--- config.mk ---
export PLATFORM = sky130hd
export DESIGN_NAME = merge_wbuf
export DESIGN_NICKNAME = d
export VERILOG_FILES = /design/src/rtl/mwb_pkg.sv /design/src/rtl/mwb_dpath.sv /design/src/rtl/mwb_ctrl.sv /design/src/rtl/merge_wbuf.sv
export SDC_FILE = /design/constraint.sdc
export NUM_CORES = 1
export LEC_CHECK = 0
export ABC_AREA = 1
export BUFFER_PORTS_ARGS = -buffer_cell sky130_fd_sc_hd__buf_2
export CAP_MARGIN = 5
export CELL_PAD_IN_SITES_DETAIL_PLACEMENT = 0
export CELL_PAD_IN_SITES_GLOBAL_PLACEMENT = 1
export CORE_MARGIN = 2
export CORE_UTILIZATION = 43
export DETAILED_ROUTE_END_ITERATION = 7
export PLACE_DENSITY = 0.87
export SLEW_MARGIN = 10
export SYNTH_ARGS = -nofsm -noshare
export SYNTH_HDL_FRONTEND = slang
export SYNTH_SLANG_ARGS = --single-unit
--- constraint.sdc ---
create_clock -name clk -period 4.25 [get_ports clk]
set_clock_uncertainty 0.15 [all_clocks]
set_input_delay 0.85 -clock clk [delete_from_list [all_inputs] [get_ports clk]]
set_output_delay 0.85 -clock clk [all_outputs]
set_load 0.02 [all_outputs]
--- src/rtl/mwb_pkg.sv ---
package mwb_pkg;
  typedef enum logic [1:0] {
    SL_EMPTY = 2'd0,
    SL_MERGE = 2'd1,
    SL_FLUSH = 2'd2
  } slotSt_t;

  typedef struct packed {
    logic wrEn;     // store lanes into a slot
    logic wrSel;    // which slot
    logic wrFresh;  // slot starts a new quad word: clear its mask
    logic outSel;   // slot presented to memory
  } dpStrobe_t;
endpackage

--- src/rtl/mwb_dpath.sv ---
module mwb_dpath
  import mwb_pkg::*;
#(
  parameter int ADDR_W   = 16,
  parameter int DATA_W   = 32,
  parameter int QW_WORDS = 4
) (
  input  logic                          clk,
  input  logic                          rstN,
  input  dpStrobe_t                     stb,
  input  logic [ADDR_W-$clog2(QW_WORDS)-1:0] wrQa,
  input  logic [$clog2(QW_WORDS)-1:0]   wrWord,
  input  logic [DATA_W-1:0]             wrData,
  input  logic [DATA_W/8-1:0]           wrStrb,
  output logic [1:0][ADDR_W-$clog2(QW_WORDS)-1:0] slotQa,
  output logic [ADDR_W-$clog2(QW_WORDS)-1:0] memAddr,
  output logic [QW_WORDS*DATA_W-1:0]    memData,
  output logic [QW_WORDS*DATA_W/8-1:0]  memByteOff
);
  localparam int BYTES  = DATA_W / 8;
  localparam int QBYTES = BYTES * QW_WORDS;
  localparam int WSEL_W = $clog2(QW_WORDS);
  localparam int QA_W   = ADDR_W - WSEL_W;

  logic [1:0][QBYTES-1:0][7:0] slotDat;
  logic [1:0][QBYTES-1:0]      slotMsk;
  logic [1:0][QA_W-1:0]        slotAdr;
  logic [QBYTES-1:0]           laneHit;
  logic [QBYTES-1:0][7:0]      laneByte;

  always_comb begin
    for (int b = 0; b < QBYTES; b++) begin
      laneHit[b]  = (WSEL_W'(b / BYTES) == wrWord) && wrStrb[b % BYTES];
      laneByte[b] = wrData[8*(b % BYTES) +: 8];
    end
  end

  always_ff @(posedge clk) begin
    if (!rstN) begin
      slotDat <= '0;
      slotMsk <= '0;
      slotAdr <= '0;
    end else if (stb.wrEn) begin
      slotAdr[stb.wrSel] <= wrQa;
      for (int b = 0; b < QBYTES; b++) begin
        if (laneHit[b]) begin
          slotDat[stb.wrSel][b] <= laneByte[b];
          slotMsk[stb.wrSel][b] <= 1'b1;
        end else if (stb.wrFresh) begin
          slotMsk[stb.wrSel][b] <= 1'b0;
        end
      end
    end
  end

  assign slotQa     = slotAdr;
  assign memAddr    = slotAdr[stb.outSel];
  assign memData    = slotDat[stb.outSel];
  assign memByteOff = ~slotMsk[stb.outSel];
endmodule

--- src/rtl/mwb_ctrl.sv ---
module mwb_ctrl
  import mwb_pkg::*;
#(
  parameter int QA_W  = 14,
  parameter int TMO_W = 8
) (
  input  logic                  clk,
  input  logic                  rstN,
  input  logic                  enable,
  input  logic [TMO_W-1:0]      timeout,
  input  logic                  busValid,
  input  logic                  busWrite,
  input  logic [QA_W-1:0]       busQa,
  input  logic [1:0][QA_W-1:0]  slotQa,
  input  logic                  memReady,
  output logic                  busReady,
  output logic                  rdPass,
  output logic                  memValid,
  output dpStrobe_t             stb
);
  slotSt_t          slotSt [2];
  logic             curSel;
  logic [TMO_W-1:0] tmrCnt;

  logic othSel, curMerge, curHit, isWr, isRd;
  logic [1:0] rdHit;
  logic wrCur, wrOth, wrGo, tmrExpire, flushCur, memDone, outSel;

  always_comb begin
    othSel   = ~curSel;
    isWr     = busValid && busWrite;
    isRd     = busValid && !busWrite;
    curMerge = (slotSt[curSel] == SL_MERGE);
    curHit   = curMerge && enable && (slotQa[curSel] == busQa);
    for (int s = 0; s < 2; s++)
      rdHit[s] = (slotSt[s] != SL_EMPTY) && (slotQa[s] == busQa);
    wrCur    = curHit || (slotSt[curSel] == SL_EMPTY);
    wrOth    = !wrCur && (slotSt[othSel] == SL_EMPTY);
    wrGo     = isWr && (wrCur || wrOth);
    busReady = busWrite ? (wrCur || wrOth) : (rdHit == 2'b00);
    rdPass   = isRd && (rdHit == 2'b00);
    memValid = (slotSt[0] == SL_FLUSH) || (slotSt[1] == SL_FLUSH);
    outSel   = (slotSt[othSel] == SL_FLUSH) ? othSel : curSel;
    memDone  = memValid && memReady;
    tmrExpire = curMerge && (tmrCnt == TMO_W'(1)) && !(wrGo && wrCur);
    flushCur = curMerge && (!enable || tmrExpire ||
                            (isRd && rdHit[curSel]) || (wrGo && wrOth));
    stb.wrEn    = wrGo;
    stb.wrSel   = wrCur ? curSel : othSel;
    stb.wrFresh = !curHit;
    stb.outSel  = outSel;
  end

  always_ff @(posedge clk) begin
    if (!rstN) begin
      slotSt[0] <= SL_EMPTY;
      slotSt[1] <= SL_EMPTY;
      curSel    <= 1'b0;
      tmrCnt    <= '0;
    end else begin
      if (memDone)
        slotSt[outSel] <= SL_EMPTY;
      if (flushCur)
        slotSt[curSel] <= SL_FLUSH;
      if (wrGo)
        slotSt[stb.wrSel] <= enable ? SL_MERGE : SL_FLUSH;
      if (wrGo && wrOth)
        curSel <= othSel;

      if (wrGo && enable)
        tmrCnt <= timeout;
      else if (!curMerge || flushCur)
        tmrCnt <= '0;
      else if (tmrCnt != '0)
        tmrCnt <= tmrCnt - 1'b1;
    end
  end
endmodule

--- src/rtl/merge_wbuf.sv ---
module merge_wbuf
  import mwb_pkg::*;
#(
  parameter int ADDR_W   = 16,
  parameter int DATA_W   = 32,
  parameter int QW_WORDS = 4,
  parameter int TMO_W    = 8,
  localparam int QA_W    = ADDR_W - $clog2(QW_WORDS),
  localparam int QBYTES  = QW_WORDS * DATA_W / 8
) (
  input  logic                   clk,
  input  logic                   rstN,
  input  logic                   enable,
  input  logic [TMO_W-1:0]       timeout,
  input  logic                   busValid,
  input  logic                   busWrite,
  input  logic [ADDR_W-1:0]      busAddr,
  input  logic [DATA_W-1:0]      busWData,
  input  logic [DATA_W/8-1:0]    busStrb,
  output logic                   busReady,
  output logic                   rdPass,
  output logic [QA_W-1:0]        rdQa,
  output logic                   memValid,
  input  logic                   memReady,
  output logic [QA_W-1:0]        memAddr,
  output logic [QW_WORDS*DATA_W-1:0] memData,
  output logic [QBYTES-1:0]      memByteOff
);
  localparam int WSEL_W = $clog2(QW_WORDS);

  dpStrobe_t            stb;
  logic [1:0][QA_W-1:0] slotQa;
  logic [QA_W-1:0]      busQa;

  assign busQa = busAddr[ADDR_W-1:WSEL_W];
  assign rdQa  = busQa;

  mwb_ctrl #(.QA_W(QA_W), .TMO_W(TMO_W)) i_ctrl (
    .clk(clk), .rstN(rstN), .enable(enable), .timeout(timeout),
    .busValid(busValid), .busWrite(busWrite), .busQa(busQa),
    .slotQa(slotQa), .memReady(memReady), .busReady(busReady),
    .rdPass(rdPass), .memValid(memValid), .stb(stb)
  );

  mwb_dpath #(.ADDR_W(ADDR_W), .DATA_W(DATA_W), .QW_WORDS(QW_WORDS)) i_dpath (
    .clk(clk), .rstN(rstN), .stb(stb), .wrQa(busQa),
    .wrWord(busAddr[WSEL_W-1:0]), .wrData(busWData), .wrStrb(busStrb),
    .slotQa(slotQa), .memAddr(memAddr), .memData(memData),
    .memByteOff(memByteOff)
  );
endmodule

==> impl_metrics.tcl, run 1 <==
set metrics [dict create \
    status "complete, no violations" \
    routed_via_density 5.33 \
    maxSlewHeadroom_pct 47.2 \
    avgSynthCellArea_um2 6.76 \
    grt_pass1_vias 14000 \
    h-tree-depth 2 \
    synth_edf_count 4 \
    clkLatencyLatePin_ns 0.52 \
    setup_ws_ns 0.494 \
    routed_wl_um 49000 \
    post_drt_wl_per_cell_um 16.9 \
    die_y_um 192 \
    cts_hold_buf 0 \
    dp_slack_ns 0.663 \
    whs_ns 0.309 \
    drt_drc_violations_left 0 \
    fin_setup_tns_ns 0 \
    regArea_um2 6650 \
    yosysUniqueCellTypes 28 \
    cts_buffers 38 \
    core-area_um2 35300 \
    hpwl_um 32000 \
    syn_nets 2329 \
    slew_violations 0 \
    clkTransAtPathRegs_ns 0.06 \
    rows 69 \
    drive_gt1_share_pct 15.0 \
    tritoncts "done" \
    async_reset_ff_share_pct 0 \
    area_growth_pct 17.6 \
    place.gp.congestion 0.882 \
    fin_nets 2481 \
    grt.met2_usage_pct 41.0 \
    antenna_found_initial 2 \
    crit_fanout 64 \
    post-route-min-period_ns 3.76 \
    crit_required_ns 3.25 \
    synth_common_cells "nand2_1, dfxtp_1, a21oi_1, nand3_1, nor2_1" \
    slowest_stage "inv_2" \
    yosysWarnings 0 \
    critPathLaunchType "register" \
    grt_use_total_pct 25.7 \
    grt_util_met3_pct 4.49 \
    peakVddDrop_mv 0.351 \
    initial_core_util_pct 43.3 \
    syn_inst 2261 \
    p_leak_nw 7.75 \
    combPwrFrac_pct 13.3 \
    port_buffers 240 \
    rsz0062_at_grt "false" \
    p_per_area_nw_per_um2 415 \
    cp_top_family "buffers and inverters" \
    die_x_um 192 \
    setup-violations-final 0 \
    cts-root-buf "clkbuf_16" \
    crit_type "register to output pin" \
    p_int_mw 5.36 \
    cap_violations 0 \
    worst_pin_slew_ns 0.789 \
    cts_resized 0 \
    via_count 15500 \
    grt_max_degree 108 \
    arrival_ns 2.76 \
    path_buf_inv 3 \
    antenna_left 0 \
    synth.top_cells.by_area "dfxtp_1, nand2_1, a21oi_1, nand3_1, o21ai_0" \
    fillerInstances 3488 \
    gr-max-usage-layer "met2" \
    worstHoldPathType "register to register" \
    syn_area_um2 15300 \
    hold_violations 0 \
    power_frac_seq_pct 42.8 \
    period_share_pct 88.4 \
    grt_pass1_wl_um 75900 \
    cts.sink_count 330 \
    drt_iter0_markers 1183 \
    dieArea_um2 37000 \
    multiInputGateArea_um2 7610 \
    switching_power_mw 2.09 \
    clock_power_share_pct 43.9 \
    yosysSeqAreaShare_pct 43.5 \
    synth_most_common_cell "nand2_1" \
    max_freq_mhz 266 \
    cp-end-kind "output pin" \
    ys.flop_type "dfxtp_1" \
    met1_usage_pct 36.0 \
    yosys.area.top_type "dfxtp_1" \
    path_cells "inv_2, nand3_1, nand2_4, buf_12, mux2i_1, buf_2" \
    io_pins 241 \
    clock_path_buffers 3 \
    dr.pass1.iters 5 \
    grt_remaining_overflow 0 \
    netSwitchingFraction_pct 28.1 \
    synth.ff_latch_count 330 \
    slowest_delay_ns 0.42 \
    synth.top_cell.area_share_pct 42.7 \
    cts_setup_buffers 0 \
]
==> cell type report <==
type	count	area share, %
tap	461	3.21
antenna	3	0.0418
clock buffer	54	5.96
sequential	330	37.0
clock inverter	11	0.898
inverter	75	1.62
timing repair buffer	282	8.93
multi-input combinational	1686	42.3
==> path summary, 6_finish.rpt <==
| check | startpoint | end | slack (ns) | cells past startpoint |
|---|---|---|---|---|
| setup reg to reg | i_ctrl.curSel | i_dpath.slotDat[248] | 0.85 | 16 |
| hold reg to reg | i_dpath.slotDat[201] | i_dpath.slotDat[201] | 0.31 | 2 |
| hold / removal | i_dpath.slotDat[201] | i_dpath.slotDat[201] | 0.31 | 2 |
| setup / recovery | i_ctrl.curSel | memByteOff[7] | 0.49 | 6 |
==> power by group through the flow <==
stage / sequential (mW) / clock, mW / combinational (mW)
floorplan: 3.25 / 0 / 0.654
global placement: 3.26 / 0 / 0.979
detailed placement: 3.26 / 0 / 0.985
CTS: 3.19 / 3.32 / 0.987
global route: 3.20 / 3.46 / 1.08
finish: 3.19 / 3.27 / 0.989
==> worst reg2reg max path: cells and delay by family (launching register included) <==
kind / cells / cell delay [ns]
flip-flops: 1 / 0.31
AND/OR/NAND/NOR: 13 / 1.82
buffers and inverters: 3 / 1.05
==> sequential cells by signal, indices dropped and copies added, names as in the netlist, named ones only <==
signal / cells
i_ctrl.slotSt: 4
i_dpath.slotQa: 28
i_dpath.slotDat: 256
i_ctrl.curSel: 1
i_ctrl.tmrCnt: 8
==> through the flow <==
stage / area [um^2] / utilization (%) / std cells / power [mW]
3_3_place_gp: 16700 / 47.4 / 2834 / 4.24
6_report: 18000 / 50.9 / 2902 / 7.45
2_1_floorplan: 15300 / - / 2261 / 3.91
4_1_cts: 18000 / 50.9 / 2899 / 7.49
3_5_place_dp: 16700 / 47.4 / 2834 / 4.24
5_1_grt: 18000 / 50.9 / 2899 / 7.73
==> layout by cell type, fill, tap and decap left out, drive strengths merged, types with 2 or more instances in the layout <==
master    netlist  layout
a21oi         278     278
buf            82     282
bufinv          0       3
clkbuf         88      54
clkinv          1       5
clkinvlp        0       2
dfxtp         326     326
diode           0       3
edfxtp          4       4
ha              2       2
inv            74      76
mux2i          16      16
nand2         878     878
nand3         272     272
nand3b          3       3
nand4           3       3
nor2          103     103
nor3            2       2
o21ai          86      86
o21bai          2       2
o22ai          28      28
xnor2           5       5
xor2            7       7
==> per-layer routing <==
metal / part of all wire, % / wire length (um) / up-vias
li1: - / - / 7650
met1: 45 / 22200 / 7281
met2: 46 / 22500 / 482
met5: 0 / 0 / -
met4: 1.7 / 842 / 0
met3: 7.2 / 3520 / 59
==> cells by family (layout without fill, tap and decap cells) <==
logic type,after synthesis,count (layout),share of synthesized area [%]
AO/OA/AOI/OAI,395,395,13.2
flip-flops,330,330,43.5
AND/OR/NAND/NOR,1261,1261,34.3
multiplexers,16,16,1.05
XOR/XNOR,12,12,0.934
other,0,3,0
buffers and inverters,245,422,6.83
adder cells (fa/ha/maj),2,2,0.164
Power figures use the tool's default switching activity.
==> run 2, diff against run 1 <==
--- a/config.mk
+++ b/config.mk
@@ -5,15 +5,16 @@
 export SDC_FILE = /design/constraint.sdc
 export NUM_CORES = 1
 export LEC_CHECK = 0
-export ABC_AREA = 1
+export ABC_AREA = 0
 export BUFFER_PORTS_ARGS = -buffer_cell sky130_fd_sc_hd__buf_2
 export CAP_MARGIN = 5
 export CELL_PAD_IN_SITES_DETAIL_PLACEMENT = 0
 export CELL_PAD_IN_SITES_GLOBAL_PLACEMENT = 1
 export CORE_MARGIN = 2
-export CORE_UTILIZATION = 43
+export CORE_UTILIZATION = 46
+export CTS_CLUSTER_SIZE = 10
 export DETAILED_ROUTE_END_ITERATION = 7
-export PLACE_DENSITY = 0.87
+export PLACE_DENSITY = 0.88
 export SLEW_MARGIN = 10
 export SYNTH_ARGS = -nofsm -noshare
 export SYNTH_HDL_FRONTEND = slang
==> run 2 against run 1 <==
Net effect:
- sequential share of layout area increased by 1.5 points
- setup slack got worse by 0.26 ns
- worst hold slack got worse by 0.0071 ns
- sequential power about the same
- synthesized cell count decreased by 23%
- non-clock buffer count increased by 5
- power decreased by 7.5%
- first-iteration DRC count decreased by 32%
- combinational power decreased by 35%
==> impl_metrics.tcl, run 2 <==
set metrics [dict create \
    clkTransAtPathRegs_ns 0.05 \
    post_drt_wl_per_cell_um 17.1 \
    cap_violations 0 \
    final_util_pct 54.8 \
    highest_layer "met5" \
    grt_max_degree 143 \
    synth_edf_count 4 \
    die_x_um 183 \
    antenna_found_initial 5 \
    h-tree-depth 2 \
    cts_hold_buf 0 \
    synth.top_cells.by_area "dfxtp_1, mux2i_1, nand2_1, nor2_1, a22o_1" \
    worstHoldPathType "register to register" \
    via_count 12200 \
    antenna_left 0 \
    cts_setup_buffers 0 \
    maxSlewHeadroom_pct 31.2 \
    cts-root-buf "clkbuf_16" \
    post-route-min-period_ns 4.01 \
    power_mw 6.89 \
    dieArea_um2 33500 \
    yosys.area.top_type "dfxtp_1" \
    synth.top_cell.area_share_pct 44.2 \
    clkLatencyLatePin_ns 0.51 \
    p_leak_nw 8.51 \
    port_buffers 240 \
    critPathLaunchType "register" \
    worst_pin_slew_ns 1.03 \
    rsz0062_at_grt "false" \
    cts_resized 0 \
    synth.ff_latch_count 330 \
    arrival_ns 3.01 \
    yosysSeqAreaShare_pct 45.0 \
    fillerInstances 2910 \
    syn_inst 1738 \
    place.gp.congestion 0.856 \
    layout_common_cells "nand2_1, dfxtp_1, mux2i_1" \
    wl_met3_um 2550 \
    status "complete, no violations" \
    routed_wl_um 39600 \
    regMostFlops "i_dpath.slotDat" \
    area_growth_pct 17.1 \
    io_pins 241 \
    avgSynthCellArea_um2 8.49 \
    tritoncts "done" \
    setup-violations-final 0 \
    timing.rr.start "i_ctrl.curSel" \
    rows 65 \
    syn_area_um2 14800 \
    grt_pass1_vias 11700 \
    startpoint "i_ctrl.curSel" \
    period_share_pct 94.4 \
    grt_use_total_pct 23.1 \
    wl_met1_um 18200 \
    routed_via_density 5.27 \
    yosysUniqueCellTypes 48 \
    largest_register_ffs 256 \
    hpwl_um 26000 \
    clock_path_buffers 3 \
    fin_nets 1970 \
    ys.flop_type "dfxtp_1" \
    max_freq_mhz 249 \
    crit_required_ns 3.25 \
    cp-end-kind "output pin" \
    synth_most_common_cell "nand2_1" \
    synth_common_cells "nand2_1, dfxtp_1, mux2i_1, nor2_1, clkbuf_1" \
    p_per_area_nw_per_um2 399 \
    fin_setup_tns_ns 0 \
    cts_buffers 40 \
    drt_iter0_markers 800 \
    layout_commonest_cell "nand2_1" \
    initial_core_util_pct 46.8 \
    crit_type "register to output pin" \
    async_reset_ff_share_pct 0 \
    peakVddDrop_mv 0.307 \
    dr.pass1.iters 5 \
    met2WireLength_um 17700 \
    yosysWarnings 0 \
    syn_nets 1806 \
    hold_violations 0 \
    grt_pass1_wl_um 62500 \
    die_y_um 183 \
    crit_fanout 14 \
    core-area_um2 31600 \
    grt_remaining_overflow 0 \
    slew_violations 0 \
    drive_gt1_share_pct 19.2 \
    drt_drc_violations_left 0 \
    cts.sink_count 330 \
]
-- run 2: path summary, 6_finish.rpt --
check | to | slack (ns) | depth (start not counted)
setup / recovery | busReady | 0.24 | 7
hold reg to reg | register | 0.30 | 2
setup reg to reg | i_ctrl.slotSt[1][1] | 0.50 | 8
hold / removal | register | 0.30 | 2
-- run 2: layer usage --
metal,vias up,GRT usage (%)
li1,6011,-
met1,5748,32.4
met2,373,35.9
met3,90,4.19
met4,4,8.16
met5,-,0
-- run 2: kinds of logic (layout without fill, tap and decap cells) --
| group | after synthesis | in the layout | synth area share [%] |
|---|---|---|---|
| AND/OR/NAND/NOR | 769 | 769 | 20.4 |
| adder cells (fa/ha/maj) | 2 | 2 | 0.170 |
| multiplexers | 292 | 292 | 19.9 |
| AO/OA/AOI/OAI | 132 | 132 | 6.54 |
| other | 0 | 3 | 0 |
| buffers and inverters | 174 | 352 | 5.58 |
| flip-flops | 330 | 330 | 45.0 |
| XOR/XNOR | 39 | 39 | 2.31 |
-- run 2: final cells by class --
type,instances,area (um^2),area share [%]
Multi-Input combinational cell,1234,7330,42.4
Sequential cell,330,6650,38.5
Timing Repair Buffer,287,1600,9.28
Clock buffer,52,1100,6.35
Tap cell,402,503,2.91
Clock inverter,4,52.6,0.304
Inverter,9,43.8,0.253
Antenna cell,3,7.51,0.0434
-- run 2: report_power, final --
group          switching [mW]  internal (mW)  total, mW
Combinational           0.440          0.199      0.639
Sequential             0.0329           3.15       3.18
Clock                    1.23           1.85       3.08
-- run 2: stage by stage --
stage	setup slack (ns)	area (um^2)	instances	hold WS, ns
floorplan	1.10	14800	1738	0.274
global placement	0.476	16100	2262	0.283
detailed placement	0.377	16100	2262	0.292
CTS	0.263	17300	2318	0.304
global route	0.00484	17300	2321	0.328
finish	0.238	17300	2321	0.302
-- run 2: critical path, stage by stage, from the launching register on --
cell and delay, ns:
dfxtp_1 0.77, inv_1 0.34, nor3_1 0.41, o2111ai_2 0.33, nand2_1 0.28, o21ai_0 0.11, nand2_1 0.09, buf_2 0.16
==> run 3, diff against run 2 <==
--- a/config.mk
+++ b/config.mk
@@ -11,10 +11,10 @@
 export CELL_PAD_IN_SITES_DETAIL_PLACEMENT = 0
 export CELL_PAD_IN_SITES_GLOBAL_PLACEMENT = 1
 export CORE_MARGIN = 2
-export CORE_UTILIZATION = 46
+export CORE_UTILIZATION = 42
 export CTS_CLUSTER_SIZE = 10
 export DETAILED_ROUTE_END_ITERATION = 7
-export PLACE_DENSITY = 0.88
+export PLACE_DENSITY = 0.81
 export SLEW_MARGIN = 10
 export SYNTH_ARGS = -nofsm -noshare
 export SYNTH_HDL_FRONTEND = slang
==> constraint.sdc (replaced) <==
create_clock -name clk -period 3.9 [get_ports clk]
set_clock_uncertainty 0.15 [all_clocks]
set_input_delay 0.78 -clock clk [delete_from_list [all_inputs] [get_ports clk]]
set_output_delay 0.78 -clock clk [all_outputs]
set_load 0.02 [all_outputs]
==> run 3 against run 2 <==
Net effect:
- worst hold slack lost 0.0047 ns
- critical endpoint is now memData[58]
- critical path depth did not move
- global-route usage is 1.5 points lower
- combinational power rose by 11%
- count of clock-buffer cells in the layout down 4
- cell count grew 2.3%
==> impl_metrics.tcl, run 3 (synthesis gave the netlist of run 2 again) <==
set metrics [dict create \
    status "complete, no violations" \
    hpwl_um 26400 \
    clkLatencyLatePin_ns 0.53 \
    core-area_um2 34500 \
    critPathLaunchType "register" \
    grt_use_total_pct 21.6 \
    io_pins 241 \
    antenna_left 0 \
    place.gp.congestion 0.851 \
    grt_remaining_overflow 0 \
    cts.sink_count 330 \
    crit_type "register to output pin" \
    fin_nets 1975 \
    multiInputGateArea_um2 7340 \
    rrSetupSlack_ns 0.34 \
    cts_hold_buf 0 \
    arrival_ns 2.76 \
    grt_pass1_vias 11400 \
    worstHoldPathType "register to register" \
    dr.pass1.iters 4 \
    worst_pin_slew_ns 1.00 \
    p_per_area_nw_per_um2 427 \
    cts_resized 0 \
    dieArea_um2 36700 \
    grt_pass1_wl_um 62600 \
    drt_drc_violations_left 0 \
    routed_wl_um 40400 \
    place_area_um2 16200 \
    startpoint "i_ctrl.slotSt[1][0]" \
    rows 68 \
    grt_max_degree 214 \
    fillerInstances 3415 \
    drive_gt1_share_pct 19.6 \
    via_count 12100 \
    crit_required_ns 2.97 \
    port_buffers 240 \
    cp-end-kind "output pin" \
    cap_violations 0 \
    worstRegToRegCells 9 \
    timing.rr.start "i_ctrl.curSel" \
    h-tree-depth 2 \
    die_y_um 191 \
    maxSlewHeadroom_pct 32.9 \
    layout_common_cells "nand2_1, dfxtp_1, mux2i_1" \
    regMostFlops "i_dpath.slotDat" \
    period_share_pct 94.7 \
    p_leak_nw 8.51 \
    area_growth_pct 17.5 \
    layout_commonest_cell "nand2_1" \
    largest_register_ffs 256 \
    antenna_found_initial 3 \
    timing.rr.end "i_ctrl.slotSt[0][1]" \
    drt_iter0_markers 641 \
    routed_via_density 5.11 \
    cts-root-buf "clkbuf_16" \
    design_area_um2 17300 \
    tritoncts "done" \
    clock_path_buffers 3 \
    clkTransAtPathRegs_ns 0.05 \
    hold_violations 0 \
    post_drt_wl_per_cell_um 17.0 \
    max_freq_mhz 271 \
    cts_buffers 40 \
    slew_violations 0 \
    cts_setup_buffers 0 \
    rsz0062_at_grt "false" \
    peakVddDrop_mv 0.309 \
    initial_core_util_pct 42.7 \
    regArea_um2 6650 \
    final_util_pct 50.2 \
    holdPathStages 2 \
    post-route-min-period_ns 3.69 \
    crit_fanout 50 \
    die_x_um 191 \
    setup-violations-final 0 \
]
## run 3: changes by cell type in the layout (fill, tap and decap cells not counted), moves of 2 or more
cell,previous run,this run
buf_4,43,48
clkbuf_1,8,5
clkinv_2,1,3
diode_2,3,1
## run 3: worst max-delay path, cell delays in order, from the launching register on
cell and delay (ns):
edfxtp_1 0.41, nand2b_1 0.21, o21ai_4 0.46, buf_12 0.36
buf_4 0.36, nand2_1 0.09, nand2_1 0.11, buf_2 0.18
## run 3: report_power, final
part | switching, mW | internal, mW
Clock | 1.34 | 1.90
Combinational | 0.488 | 0.219
Sequential | 0.0343 | 3.43
## run 3: stage by stage
step           setup TNS (ns)  instances  setup WS, ns  power (mW)  hold WS [ns]
6_report                    0       2374         0.205        7.41         0.297
3_3_place_gp                0       2320        0.0396        4.23         0.283
3_5_place_dp          -0.0775       2320       -0.0387        4.24         0.292
4_1_cts                     0       2373         0.136        7.49         0.305
2_1_floorplan               0       1738         0.818        4.01         0.274
5_1_grt                     0       2373        0.0411        7.69         0.331
## run 3: metal layers
metal,up-vias,share of wire (%),GRT usage (%)
met5,-,0.092,0
met4,6,1.6,5.12
met3,58,6.9,5.09
met2,331,46,35.4
met1,5733,45,28.8
li1,6015,-,-
## run 3: cell type report
type | count | area share [%]
timing repair buffer | 292 | 9.42
tap | 455 | 3.28
multi-input combinational | 1234 | 42.4
inverter | 9 | 0.253
clock inverter | 5 | 0.231
antenna | 1 | 0.0144
clock buffer | 48 | 6.12
sequential | 330 | 38.3
## run 3: how the worst max path moves through the flow
stage	end	slack, ns	cells past startpoint
after floorplan	memByteOff[0]	0.82	7
after detailed placement	i_ctrl.slotSt[0][1]	-0.04	9
after CTS	memData[79]	0.14	8
after global routing	busReady	0.04	9
after global placement	i_ctrl.slotSt[0][0]	0.04	9
final	memData[58]	0.21	7
